<file path="config.mk">
export PLATFORM = sky130hd
export DESIGN_NAME = mdio_frame_ctrl
export DESIGN_NICKNAME = d
export VERILOG_FILES = /design/src/rtl/mdio_frame_pkg.sv /design/src/rtl/mdio_mdc_gen.sv /design/src/rtl/mdio_bit_seq.sv /design/src/rtl/mdio_frame_ctrl.sv
export SDC_FILE = /design/constraint.sdc
export NUM_CORES = 1
export LEC_CHECK = 0
export BUFFER_PORTS_ARGS = -buffer_cell sky130_fd_sc_hd__buf_4
export CORE_UTILIZATION = 55
export CTS_CLUSTER_DIAMETER = 60
export DETAILED_ROUTE_END_ITERATION = 6
export HOLD_SLACK_MARGIN = 0.08
export PLACE_DENSITY = 0.87
export SYNTH_ARGS = -nofsm -noshare
export SYNTH_HDL_FRONTEND = slang
export SYNTH_HIERARCHICAL = 1
export SYNTH_SLANG_ARGS = --single-unit
</file>
<file path="constraint.sdc">
create_clock -name clk -period 3.3 [get_ports clk]
set_clock_uncertainty 0.05 [all_clocks]
set_input_delay 0 -clock clk [delete_from_list [all_inputs] [get_ports clk]]
set_output_delay 0 -clock clk [all_outputs]
set_load 0.05 [all_outputs]
</file>
<file path="src/rtl/mdio_frame_pkg.sv">
package mdio_frame_pkg;

    localparam int FRAME_W   = 32;
    localparam int DATA_W    = 16;
    localparam int CNT_W     = 7;
    localparam int DIV_SEL_W = 3;
    // frame bits that precede the turnaround field
    localparam int TA_OFS    = FRAME_W - DATA_W - 2;

    typedef enum logic [1:0] {
        OP_WRITE = 2'b01,
        OP_READ  = 2'b10
    } mdio_op_e;

    typedef struct packed {
        logic [1:0]        sof;
        logic [1:0]        op;
        logic [4:0]        phy;
        logic [4:0]        regad;
        logic [1:0]        ta;
        logic [DATA_W-1:0] data;
    } mgmt_word_t;

    function automatic logic [CNT_W-1:0] mdc_ratio(input logic [DIV_SEL_W-1:0] sel);
        case (sel)
            3'd0:    mdc_ratio = 7'd8;
            3'd1:    mdc_ratio = 7'd16;
            3'd2:    mdc_ratio = 7'd32;
            3'd3:    mdc_ratio = 7'd48;
            3'd4:    mdc_ratio = 7'd64;
            default: mdc_ratio = 7'd96;
        endcase
    endfunction

endpackage

</file>
<file path="src/rtl/mdio_mdc_gen.sv">
module mdio_mdc_gen
    import mdio_frame_pkg::*;
(
    input  logic             clk,
    input  logic             rst,
    input  logic             run,
    input  logic [CNT_W-1:0] ratio,
    output logic             mdc,
    output logic             rise_evt,
    output logic             fall_evt
);

    logic [CNT_W-1:0] cnt;
    logic [CNT_W-1:0] half_m1;
    logic [CNT_W-1:0] full_m1;

    assign half_m1  = (ratio >> 1) - 1'b1;
    assign full_m1  = ratio - 1'b1;
    assign rise_evt = run && (cnt == half_m1);
    assign fall_evt = run && (cnt == full_m1);

    always_ff @(posedge clk) begin
        if (rst || !run) begin
            cnt <= '0;
            mdc <= 1'b0;
        end else begin
            if (fall_evt) cnt <= '0;
            else          cnt <= cnt + 1'b1;
            if (rise_evt)      mdc <= 1'b1;
            else if (fall_evt) mdc <= 1'b0;
        end
    end

endmodule

</file>
<file path="src/rtl/mdio_bit_seq.sv">
module mdio_bit_seq
    import mdio_frame_pkg::*;
#(
    parameter  int PRE_LEN = 32,
    localparam int TOTAL   = PRE_LEN + FRAME_W,
    localparam int IDX_W   = $clog2(TOTAL)
) (
    input  logic              clk,
    input  logic              rst,
    input  logic              start,
    input  mgmt_word_t        word,
    input  logic              rise_evt,
    input  logic              fall_evt,
    input  logic              mdio_i,
    output logic              busy,
    output logic              done,
    output logic              mdio_o,
    output logic              mdio_oe,
    output logic [DATA_W-1:0] rd_data
);

    logic [IDX_W-1:0]   idx;
    logic [IDX_W-1:0]   nxt_idx;
    logic [FRAME_W-1:0] wbits;
    logic               nxt_bit;
    logic               nxt_oe;
    logic               is_read;
    logic               last;
    int                 fpos;

    assign wbits   = word;
    assign is_read = (word.op == OP_READ);
    assign last    = (int'(idx) == TOTAL - 1);
    assign done    = busy && fall_evt && last;

    always_comb begin
        nxt_idx = idx + 1'b1;
        fpos    = TOTAL - 1 - int'(nxt_idx);
        if (int'(nxt_idx) < PRE_LEN) nxt_bit = 1'b1;
        else                         nxt_bit = wbits[fpos[4:0]];
        nxt_oe  = !(is_read && (int'(nxt_idx) >= PRE_LEN + TA_OFS));
    end

    always_ff @(posedge clk) begin
        if (rst) begin
            busy    <= 1'b0;
            idx     <= '0;
            mdio_o  <= 1'b1;
            mdio_oe <= 1'b0;
            rd_data <= '0;
        end else if (start) begin
            busy    <= 1'b1;
            idx     <= '0;
            mdio_o  <= 1'b1;
            mdio_oe <= 1'b1;
        end else if (busy) begin
            if (rise_evt && (int'(idx) >= TOTAL - DATA_W))
                rd_data <= {rd_data[DATA_W-2:0], mdio_i};
            if (fall_evt) begin
                if (last) begin
                    busy    <= 1'b0;
                    mdio_oe <= 1'b0;
                    mdio_o  <= 1'b1;
                end else begin
                    idx     <= nxt_idx;
                    mdio_o  <= nxt_bit;
                    mdio_oe <= nxt_oe;
                end
            end
        end
    end

endmodule

</file>
<file path="src/rtl/mdio_frame_ctrl.sv">
module mdio_frame_ctrl
    import mdio_frame_pkg::*;
#(
    parameter int PREAMBLE_LEN = 32
) (
    input  logic                 clk,
    input  logic                 rst,
    input  logic                 mgmt_en,
    input  logic                 frame_wr,
    input  logic [FRAME_W-1:0]   frame_wdata,
    input  logic [DIV_SEL_W-1:0] div_sel,
    output logic [FRAME_W-1:0]   frame_rdata,
    output logic                 idle,
    output logic                 mdc,
    output logic                 mdio_o,
    output logic                 mdio_oe,
    input  logic                 mdio_i
);

    mgmt_word_t        word_q;
    logic [CNT_W-1:0]  ratio_q;
    logic [DATA_W-1:0] rd_data;
    logic              busy;
    logic              done;
    logic              accept;
    logic              rise_evt;
    logic              fall_evt;

    assign accept = frame_wr && mgmt_en && !busy;

    always_ff @(posedge clk) begin
        if (rst) begin
            word_q  <= '0;
            ratio_q <= 7'd8;
        end else if (accept) begin
            word_q  <= frame_wdata;
            ratio_q <= mdc_ratio(div_sel);
        end else if (done && (word_q.op == OP_READ)) begin
            word_q.data <= rd_data;
        end
    end

    mdio_mdc_gen u_clkgen (
        .clk      (clk),
        .rst      (rst),
        .run      (busy),
        .ratio    (ratio_q),
        .mdc      (mdc),
        .rise_evt (rise_evt),
        .fall_evt (fall_evt)
    );

    mdio_bit_seq #(.PRE_LEN(PREAMBLE_LEN)) u_seq (
        .clk      (clk),
        .rst      (rst),
        .start    (accept),
        .word     (word_q),
        .rise_evt (rise_evt),
        .fall_evt (fall_evt),
        .mdio_i   (mdio_i),
        .busy     (busy),
        .done     (done),
        .mdio_o   (mdio_o),
        .mdio_oe  (mdio_oe),
        .rd_data  (rd_data)
    );

    assign frame_rdata = word_q;
    assign idle        = !busy;

endmodule

</file>
==> impl_metrics.toml <==
[pwr]
leakagePower_nw = 1.873
ir_drop_mv = 0.4347
total_power_w = 0.002206
power.density_nw_per_um2 = 461.7

[setup_path]
start_kind = "register"
path_class = "register to register"
worstPathRequired_ns = 3.50
crit_path_max_fanout = 16
arrival_ns = 3.18
cp-end-kind = "register"

[grt]
track_usage_pct = 33.20
grt_pass1_wl_mm = 16.66
grt_pass1_vias = 3431
antenna_found_initial = 0
grt_max_degree = 59
overflow = 0

[die]
die_w_um = 82.55
initial_core_util_pct = 58.54
die-area_um2 = 6815
fp-row-count = 28
die_h_um = 82.55
pin_count = 76
coreArea_um2 = 6096

[sta]
timing.fmax_ghz = 0.3365
fin_crit_ns = 2.972
rsz0062_at_grt = "false"
slew_violations = 0
setup_viol = 0
final.period_utilization_pct = 90.05
fin_setup_tns_ns = 0
tightest_slew_ns = 0.7935
hold_viol = 0
worst_slack_ns = 0.3284
max_slew_margin_pct = 47.02

[logic_synthesis]
synth_xor_area_share_pct = 7.328
synth_adder_area_share_pct = 1.753
ys_types = 59
synth_compound_area_share_pct = 18.83
ys_ff_latch = 69
ys_async_sr_fraction_pct = 0
synthCells = 410
synth_flop_cell = "dfxtp_1"
yosys.area_share.simple_pct = 21.63
ys_seq_area_share_pct = 38.71
synth_mux_area_share_pct = 6.241
synth_edf_count = 0
syn_avg_cell_area_um2 = 8.703
synth_area_um2 = 3568
synth_top_family_by_area = "simple AND/OR/NAND/NOR gates"
ys.warnings.count = 6

[placed_design]
pre_cts_ws_ns = 0.3293
place_congestion = 0.8646
post-dp-hpwl_mm = 6.045
io_buffers = 75

[route]
drt_pass1_iterations = 5
drc = 0
antenna_left = 0
drt_wl_total_mm = 10.66
vias = 3583
routedWlPerCell_um = 17.71
wl_met1_mm = 4.226
routed.top_layer = "met4"
vias_per_cell = 5.952
dr_wl_met2_mm = 5.361
drt_iter0_drc = 279
wl_met3_um = 753

[clock_network]
h-tree-depth = 3
root_buffer = "clkbuf_8"
clk_latency_ns = 0.35
clk_transition_reported_paths_ns = 0.09
cts_buffers = 9
cts_buffer_depth = 2
tritoncts = "done"
clock-sinks = 69

[final_layout]
diodes = 0
drive_above_1_share_pct = 25.43
fin_nets = 567
areaGrowthSynthToFinish_pct = 33.87

[run]
cap_violations = 0

[min_path]
min_path_type = "primary input to register"

[status]
status = "finished clean"
[through the flow]
stage               util (%)  cell area (µm²)  instances  hold WS, ns
global route           78.37             4777        602       0.1417
finish                 78.37             4777        602      0.09964
CTS                    78.26             4771        602       0.1151
detailed placement     67.75             4130        550       0.2078
floorplan                  -             3610        421      0.08597
global placement       67.75             4130        550       0.1969
[per-layer routing]
layer,global-route usage [%],up-vias
met4,16.03,0
met2,55.29,211
met5,0,-
met3,7.033,39
met1,40.77,1703
li1,-,1630
[logic make-up (layout without fill, tap and decap cells)]
| logic type | count (synthesis) | after routing |
|---|---|---|
| buf+inv | 32 | 138 |
| mux | 11 | 11 |
| compound gates | 93 | 93 |
| other cells | 1 | 12 |
| fa+ha+maj | 5 | 5 |
| flops | 69 | 69 |
| xor+xnor | 29 | 29 |
| simple gates | 170 | 170 |
[registers in the layout (all words and copies together) (netlist names)]
signal / cells
u_seq/mdio_o: 1
frame_rdata: 32
u_seq/idx: 6
u_seq/busy: 1
ratio_q: 4
u_seq/mdio_oe: 1
u_seq/rd_data: 16
u_clkgen/mdc: 1
u_clkgen/cnt: 7
[cell usage after synthesis (5+ instances only)]
cell type | number | area [µm²]
nor2_1 | 35 | 131.4
dfxtp_1 | 69 | 1381
a21oi_1 | 47 | 235.2
ha_1 | 5 | 62.56
nand3_1 | 7 | 35.03
inv_1 | 6 | 22.52
nand2_1 | 94 | 352.8
buf_6 | 5 | 56.30
a21oi_2 | 10 | 87.58
xor2_1 | 14 | 122.6
a211oi_2 | 10 | 125.1
mux4_2 | 5 | 112.6
a211oi_1 | 9 | 67.56
xnor2_1 | 14 | 122.6
clkbuf_1 | 10 | 37.54
buf_2 | 6 | 30.03
[final cells by class]
cell class	count	area (µm²)
inverter	7	26.28
tap	75	93.84
multi-input combinational	320	2042
fill	369	1319
clock buffer	11	151.4
timing repair buffer	115	953.4
sequential	69	1381
clock inverter	5	128.9
[placed cells by master, fill, tap and decap left out, types with 4 or more instances in the layout]
master / synthesis / layout
dfxtp_1: 69 / 69
nand3_1: 7 / 7
dlygate4sd3_1: 0 / 36
nand2_1: 94 / 94
mux4_2: 5 / 5
inv_1: 6 / 6
a21oi_2: 10 / 10
buf_4: 3 / 79
a21oi_1: 47 / 47
a211oi_2: 10 / 10
clkbuf_8: 0 / 11
conb_1: 1 / 12
nor2_1: 35 / 35
ha_1: 5 / 5
nand2b_1: 4 / 4
a211oi_1: 9 / 9
xor2_1: 14 / 14
nor2b_1: 4 / 4
bufinv_16: 0 / 4
xnor2_1: 14 / 14
[worst paths after layout]
check | from | slack (ns) | end | cells past startpoint
worst max register to register | ratio_q[4] | 0.33 | frame_rdata[15] | 10
worst max-delay path | ratio_q[4] | 0.33 | frame_rdata[15] | 10
worst min-delay path | rst | 0.1 | u_seq/busy | 2
worst min register to register | u_seq/rd_data[13] | 0.43 | u_seq/rd_data[13] | 2
[critical path, cell delays in order, from the launching register on]
cell	delay, ns
dfxtp_1	0.50
xnor2_1	0.15
nor4b_1	0.37
a32oi_1	0.21
nor4_2	0.31
nand2_1	0.17
nor2_1	0.21
and3b_1	0.19
buf_4	0.27
a21oi_1	0.13
a211oi_1	0.32
[where the power goes]
part | switching, W | leakage (nW) | internal, W
Combinational | 0.000202 | 1.17 | 0.000144
Sequential | 0.0000332 | 0.561 | 0.000860
Clock | 0.000343 | 0.140 | 0.000623
Total | 0.000579 | 1.87 | 0.00163
[repair_timing]
action                                  CTS  global route
hold buffers                             36             0
resized for setup                         0             1
hold endpoints to repair                 37             0
endpoints found under the setup margin    0            10
setup buffers                             0             0
Note: power is estimated with default switching activity, not from simulation.
